`config.mk`:
```
export PLATFORM = sky130hd
export DESIGN_NAME = stride_prefetcher
export DESIGN_NICKNAME = d
export VERILOG_FILES = /design/src/rtl/pf_pkg.sv /design/src/rtl/pf_history_table.sv /design/src/rtl/pf_queue.sv /design/src/rtl/stride_prefetcher.sv
export SDC_FILE = /design/constraint.sdc
export NUM_CORES = 2
export LEC_CHECK = 0
export ABC_AREA = 1
export BUFFER_PORTS_ARGS = -buffer_cell sky130_fd_sc_hd__buf_2
export CAP_MARGIN = 15
export CORE_ASPECT_RATIO = 0.8
export CORE_UTILIZATION = 50
export CTS_BUF_LIST = sky130_fd_sc_hd__clkbuf_4 sky130_fd_sc_hd__clkbuf_8
export CTS_CLUSTER_SIZE = 20
export DETAILED_ROUTE_END_ITERATION = 8
export GPL_TIMING_DRIVEN = 0
export PLACE_DENSITY = 0.68
export SYNTH_ARGS = -nofsm -noshare
export SYNTH_HDL_FRONTEND = slang
export SYNTH_SLANG_ARGS = --single-unit
```
`constraint.sdc`:
```
create_clock -name clk -period 20 [get_ports clk]
set_input_delay 4 -clock clk [delete_from_list [all_inputs] [get_ports clk]]
set_output_delay 4 -clock clk [all_outputs]
set_load 0.005 [all_outputs]
```
`src/rtl/pf_pkg.sv`:
```
package pf_pkg;
  typedef logic [1:0] conf_t;

  localparam conf_t CONF_MAX   = 2'd3;
  localparam conf_t CONF_ISSUE = 2'd2;

  function automatic conf_t conf_bump(input conf_t c);
    return (c == CONF_MAX) ? c : c + 2'd1;
  endfunction
endpackage

```
`src/rtl/pf_history_table.sv`:
```
module pf_history_table
  import pf_pkg::*;
#(
  parameter int IP_W       = 32,
  parameter int ADDR_W     = 32,
  parameter int ENTRIES    = 16,
  parameter int LINE_BYTES = 64
) (
  input  logic              clk,
  input  logic              rst,
  input  logic              ld_valid,
  input  logic [IP_W-1:0]   ld_ip,
  input  logic [ADDR_W-1:0] ld_addr,
  output logic              pred_valid,
  output logic [ADDR_W-1:0] pred_line
);
  localparam int IDX_W = $clog2(ENTRIES);
  localparam int TAG_W = IP_W - IDX_W;
  localparam logic [ADDR_W-1:0] LINE_MASK = ~ADDR_W'(LINE_BYTES - 1);

  // storage without reset so it maps onto distributed RAM
  logic [TAG_W-1:0]  tag_mem    [ENTRIES];
  logic [ADDR_W-1:0] addr_mem   [ENTRIES];
  logic [ADDR_W-1:0] stride_mem [ENTRIES];
  conf_t             conf_mem   [ENTRIES];
  logic [ENTRIES-1:0] valid_q;

  logic [IDX_W-1:0]  idx;
  logic [TAG_W-1:0]  tag;
  logic              hit, same;
  logic [ADDR_W-1:0] new_stride, stride_nxt;
  conf_t             conf_nxt;

  always_comb begin
    idx        = ld_ip[IDX_W-1:0];
    tag        = ld_ip[IP_W-1:IDX_W];
    hit        = valid_q[idx] && (tag_mem[idx] == tag);
    new_stride = ld_addr - addr_mem[idx];
    same       = (new_stride == stride_mem[idx]);
    conf_nxt   = '0;
    stride_nxt = '0;
    if (hit) begin
      stride_nxt = new_stride;
      conf_nxt   = same ? conf_bump(conf_mem[idx]) : conf_t'(0);
    end
  end

  always_ff @(posedge clk) begin
    if (ld_valid) begin
      tag_mem[idx]    <= tag;
      addr_mem[idx]   <= ld_addr;
      stride_mem[idx] <= stride_nxt;
      conf_mem[idx]   <= conf_nxt;
    end
  end

  always_ff @(posedge clk) begin
    if (rst) begin
      valid_q    <= '0;
      pred_valid <= 1'b0;
      pred_line  <= '0;
    end else begin
      if (ld_valid) valid_q[idx] <= 1'b1;
      pred_valid <= ld_valid && hit && same && (conf_nxt >= CONF_ISSUE)
                    && (new_stride != '0);
      pred_line  <= (ld_addr + new_stride) & LINE_MASK;
    end
  end
endmodule

```
`src/rtl/pf_queue.sv`:
```
module pf_queue #(
  parameter int ADDR_W = 32,
  parameter int DEPTH  = 4
) (
  input  logic              clk,
  input  logic              rst,
  input  logic              push,
  input  logic [ADDR_W-1:0] push_line,
  input  logic              pop,
  output logic              head_valid,
  output logic [ADDR_W-1:0] head_line
);
  localparam int CNT_W = $clog2(DEPTH + 1);

  logic [ADDR_W-1:0] line_q [DEPTH];
  logic [ADDR_W-1:0] line_d [DEPTH];
  logic [CNT_W-1:0]  cnt_q, cnt_d;
  logic              dup;

  assign head_valid = (cnt_q != '0);
  assign head_line  = line_q[0];

  always_comb begin
    int n;
    n   = int'(cnt_q);
    dup = 1'b0;
    for (int i = 0; i < DEPTH; i++) begin
      line_d[i] = line_q[i];
      if (i < n && line_q[i] == push_line) dup = 1'b1;
    end
    if (pop && n > 0) begin
      for (int i = 0; i < DEPTH - 1; i++) line_d[i] = line_d[i+1];
      n = n - 1;
    end
    if (push && !dup) begin
      if (n == DEPTH) begin
        for (int i = 0; i < DEPTH - 1; i++) line_d[i] = line_d[i+1];
        n = n - 1;
      end
      line_d[n] = push_line;
      n = n + 1;
    end
    cnt_d = CNT_W'(n);
  end

  always_ff @(posedge clk) begin
    if (rst) cnt_q <= '0;
    else     cnt_q <= cnt_d;
  end

  always_ff @(posedge clk) begin
    for (int i = 0; i < DEPTH; i++) line_q[i] <= line_d[i];
  end
endmodule

```
`src/rtl/stride_prefetcher.sv`:
```
module stride_prefetcher #(
  parameter int IP_W       = 32,
  parameter int ADDR_W     = 32,
  parameter int DATA_W     = 64,
  parameter int ENTRIES    = 16,
  parameter int QDEPTH     = 4,
  parameter int LINE_BYTES = 64
) (
  input  logic              clk,
  input  logic              rst,
  input  logic              ld_valid,
  input  logic [IP_W-1:0]   ld_ip,
  input  logic [ADDR_W-1:0] ld_addr,
  input  logic              bus_busy,
  output logic              probe_valid,
  output logic [ADDR_W-1:0] probe_line,
  input  logic              cache_hit,
  output logic              pf_req_valid,
  output logic [ADDR_W-1:0] pf_req_addr,
  input  logic              rsp_valid,
  input  logic              rsp_err,
  input  logic [ADDR_W-1:0] rsp_addr,
  input  logic [DATA_W-1:0] rsp_data,
  output logic              buf_wr_en,
  output logic [ADDR_W-1:0] buf_wr_addr,
  output logic [DATA_W-1:0] buf_wr_data
);
  logic              pred_valid;
  logic [ADDR_W-1:0] pred_line;
  logic              head_valid;
  logic [ADDR_W-1:0] head_line;
  logic              take;

  pf_history_table #(
    .IP_W(IP_W), .ADDR_W(ADDR_W), .ENTRIES(ENTRIES), .LINE_BYTES(LINE_BYTES)
  ) u_table (
    .clk(clk), .rst(rst), .ld_valid(ld_valid), .ld_ip(ld_ip),
    .ld_addr(ld_addr), .pred_valid(pred_valid), .pred_line(pred_line)
  );

  pf_queue #(.ADDR_W(ADDR_W), .DEPTH(QDEPTH)) u_queue (
    .clk(clk), .rst(rst), .push(pred_valid), .push_line(pred_line),
    .pop(take), .head_valid(head_valid), .head_line(head_line)
  );

  // the head leaves the queue in every idle-bus cycle: as a request or dropped
  assign take        = head_valid && !bus_busy;
  assign probe_valid = take;
  assign probe_line  = head_line;

  always_ff @(posedge clk) begin
    if (rst) begin
      pf_req_valid <= 1'b0;
      pf_req_addr  <= '0;
      buf_wr_en    <= 1'b0;
      buf_wr_addr  <= '0;
      buf_wr_data  <= '0;
    end else begin
      pf_req_valid <= take && !cache_hit;
      if (take) pf_req_addr <= head_line;
      // faulted prefetches vanish here without any report
      buf_wr_en <= rsp_valid && !rsp_err;
      if (rsp_valid) begin
        buf_wr_addr <= rsp_addr;
        buf_wr_data <= rsp_data;
      end
    end
  end
endmodule

```
==> summary.md <==
| Metric | Value |
|---|---|
| Slew of the pin with the lowest slew margin | `1.24 ns` |
| H-tree depth reported by CTS | `5` |
| Global-route wire length before repair | `351 mm` |
| Cell mode on critical path | `nand2_1` |
| Synth Area in Adders | `1.29%` |
| Slew Limit Fails | `0` |
| Critical path peak fanout | `16` |
| Antenna violations before repair | `12` |
| Sequential power share | `49.9%` |
| Largest stage delay on the critical path | `0.72 ns` |
| Leakage | `33.2 nW` |
| Total CTS buffers | `296` |
| Vias/cell | `6.01` |
| Area grow syn2layout | `15.9%` |
| Fmax | `90.3 MHz` |
| Final TNS setup | `0 ns` |
| YS warnings | `0` |
| Count of cell types in the netlist | `52` |
| DR vias | `56300` |
| Port bufs | `325` |
| Synth area leader | `edfxtp_1` |
| # setup viols final | `0` |
| Clk sink count | `1808` |
| Synthesized flop and latch total | `1808` |
| Die Y | `347 microns` |
| Yosys top cell area share | `61.9%` |
| Root Driver | `clkbuf_8` |
| Synth Area in Simple Gates | `11.4%` |
| Worst Setup End Kind | `flip-flop` |
| Hold-fix buffers at CTS | `0` |
| Post-synthesis xor/xnor area fraction | `0.835%` |
| DRC violations left | `0` |
| Post-synthesis sequential area ratio | `69.2%` |
| Syn Nets | `6699` |
| Pre-CTS WS | `8.16 ns` |
| Leading register cell type out of synthesis | `edfxtp_1` |
| Status | `completed` |
| Chip Width | `434 microns` |
| Final setup margin | `8.93 ns` |
| Final GP Congestion | `0.988` |
| Share of layout cells above drive strength 1 | `13.7%` |
| Row Count | `126` |
| Max clock buf depth | `4` |
| Final Cell Area | `0.0863 sq mm` |
| Reg clk slew, reported paths | `0.06 ns` |
| Largest family of logic cells by synthesized area | `compound AO/OA/AOI/OAI gates` |
| CP max-delay cell | `nor2_2` |
| Antenna Violating Nets Remaining | `0` |
| Ys async rst share | `0%` |
| Initial DRC Count | `7955` |
| Final nets | `7409` |
| Top cells by area, synth | `edfxtp_1 (62%), dfxtp_1 (7.3%), nand2_1 (6.2%), a22oi_1 (5.0%), o21ai_0 (4.0%)` |
| Avg Cell Area, Syn | `11.5 sq um` |
| Initial core utilization | `50.4%` |
| GR Util All Layers | `31.7%` |
| Final Skew | `0.0908 ns` |
| Mapped Cells | `6456` |
| Post-synthesis mux area share | `0.0269%` |
| Worst skew pair latency | `1.03 ns` |
| Worst VDD drop | `0.0000772 V` |
| Post-CTS resize count | `0` |
| Number of flops mapped to enable cells by yosys | `1536` |
| CP required | `20.69 ns` |
| Switching power | `2.23 mW` |
| Power Density | `97.6 mW/mm^2` |
| Hold WC Path Type | `reg2reg` |
| Crit Path Class | `in2reg` |
| CTS tree | `done` |
| Drt pass-1 iters | `6` |
| Switch share | `26.4%` |
| Synthesized area | `0.0745 sq mm` |
| RSZ-0062 raised after global routing | `no` |
| Slew margin rel. | `16.7%` |
| Setup crit start kind | `input pin` |
| Max Cap Viol | `0` |
| Vias in the first global route | `53400` |
| DP HPWL | `164 mm` |
| Largest net degree at the start of global routing | `24` |
| GR Overflow Total | `0` |
| I/O pins | `330` |
| # Post-CTS Setup Buffers | `0` |
| Worst EP arrival | `11.76 ns` |
| Clock power frac | `38.4%` |
| Combinational fraction of design power | `11.7%` |
| Core footprint | `0.148 sq mm` |
| Area after DPL | `0.0805 sq mm` |
| Post-layout min period | `11.07 ns` |
| Compound-Gate Fraction of Synth Area | `13.5%` |
| WL final | `242 mm` |
| P_int | `6.20 mW` |
| Die ar. | `0.151 sq mm` |
| WL per Instance | `25.9 microns` |
| Final Hold Vio Count | `0` |
| Period utilisation layout | `55.4%` |
| Post-layout util | `58.4%` |
worst max-delay path, delay by kind of cell:
family	cells	cell delay, ns
fa+ha+maj	2	0.68
buf+inv	7	2.36
xor+xnor	1	0.54
simple gates	14	3.77
compound gates	2	0.34
cell usage after synthesis, types with 9 or more instances:
cell,number
a22oi_1,496
dfxtp_1,272
a21oi_1,282
buf_1,41
edfxtp_1,1536
o21a_1,19
clkbuf_1,211
nor3_1,24
nand2_1,1229
o22ai_1,200
inv_1,345
nand4_1,46
o21bai_1,10
buf_2,81
o211ai_1,12
buf_4,10
xnor2_1,30
a221oi_1,9
o21ai_0,588
nand3_1,83
nor4_1,49
ha_1,75
xor2_1,41
inv_2,10
o21ai_1,18
nor2_1,665
through the flow:
| step | cells | total power [mW] | hold WS, ns |
|---|---|---|---|
| global placement | 8765 | 5.22 | 0.410 |
| finish | 9364 | 8.42 | 0.427 |
| global route | 9362 | 8.69 | 0.432 |
| CTS | 9349 | 8.43 | 0.428 |
| detailed placement | 8848 | 5.24 | 0.412 |
| floorplan | 6456 | 4.83 | 0.403 |
power groups by stage:
| stage | Combinational, mW | Sequential [mW] | Clock [mW] |
|---|---|---|---|
| 2_1_floorplan | 0.559 | 4.27 | 0 |
| 3_3_place_gp | 0.929 | 4.30 | 0 |
| 3_5_place_dp | 0.951 | 4.28 | 0 |
| 4_1_cts | 0.957 | 4.20 | 3.27 |
| 5_1_grt | 1.06 | 4.21 | 3.42 |
| 6_report | 0.985 | 4.21 | 3.23 |
cell type report:
| type | instances | area (sq um) |
|---|---|---|
| fillers | 12100 | 61400 |
| flip-flops and latches | 1808 | 51600 |
| multi-input cells | 3944 | 20200 |
| clock buffers | 413 | 5130 |
| repair buffers | 412 | 3430 |
| well taps | 1984 | 2480 |
| plain buffers | 344 | 1440 |
| inverters | 360 | 1350 |
| clock inverters | 88 | 638 |
| diodes | 11 | 27.5 |
final timing paths:
kind	slack, ns	to	start	cells past startpoint
max	8.93	u_table.conf_mem[7][0]	ld_ip[0]	26
min	0.43	flip-flop	u_table.pred_line[20]	0
max reg2reg	13.95	u_queue.line_q[2][30]	u_queue.cnt_q[0]	23
min reg2reg	0.43	flip-flop	u_table.pred_line[20]	0
per-layer routing:
metal	share of wire, %	track usage, %
met3	12	7.01
met5	0.0074	0
met1	41	46.4
met2	44	46.9
met4	3.1	10.7
cells by family after synthesis:
family	count (synthesis)
xor gates and xnor gates	71
AOI/OAI and AO/OA	1662
muxes	2
adders and majority gates	76
DFF	1808
buffers and inverters	704
and+or+nand+nor	2132
other	1
cell usage in the layout, fill, tap and decap left out, drive strengths merged, types with 6 or more instances in the layout:
| cell | n |
|---|---|
| edfxtp | 1536 |
| a21oi | 283 |
| nor2 | 669 |
| diode | 11 |
| xor2 | 41 |
| a22oi | 496 |
| o21a | 19 |
| bufinv | 9 |
| o211ai | 12 |
| buf | 545 |
| nor3 | 24 |
| clkinvlp | 8 |
| nand3 | 83 |
| inv | 358 |
| nand2 | 1233 |
| xnor2 | 30 |
| nor4 | 49 |
| clkinv | 73 |
| nand4 | 46 |
| nor3b | 8 |
| nand3b | 6 |
| a31oi | 8 |
| o21bai | 10 |
| a221oi | 9 |
| dfxtp | 272 |
| ha | 75 |
| o22ai | 200 |
| or2 | 10 |
| o2111ai | 6 |
| clkbuf | 624 |
| o21ai | 606 |
state kept, by name (all words and copies together) (netlist names), 3 cells and up, named ones only:
signal / cells
u_queue.cnt_q: 3
u_table.conf_mem: 32
u_table.valid_q: 16
pf_req_addr: 32
buf_wr_data: 64
buf_wr_addr: 32
u_table.tag_mem: 448
u_table.stride_mem: 512
u_queue.line_q: 102
u_table.addr_mem: 512
u_table.pred_line: 26
Power figures use the tool's default switching activity.
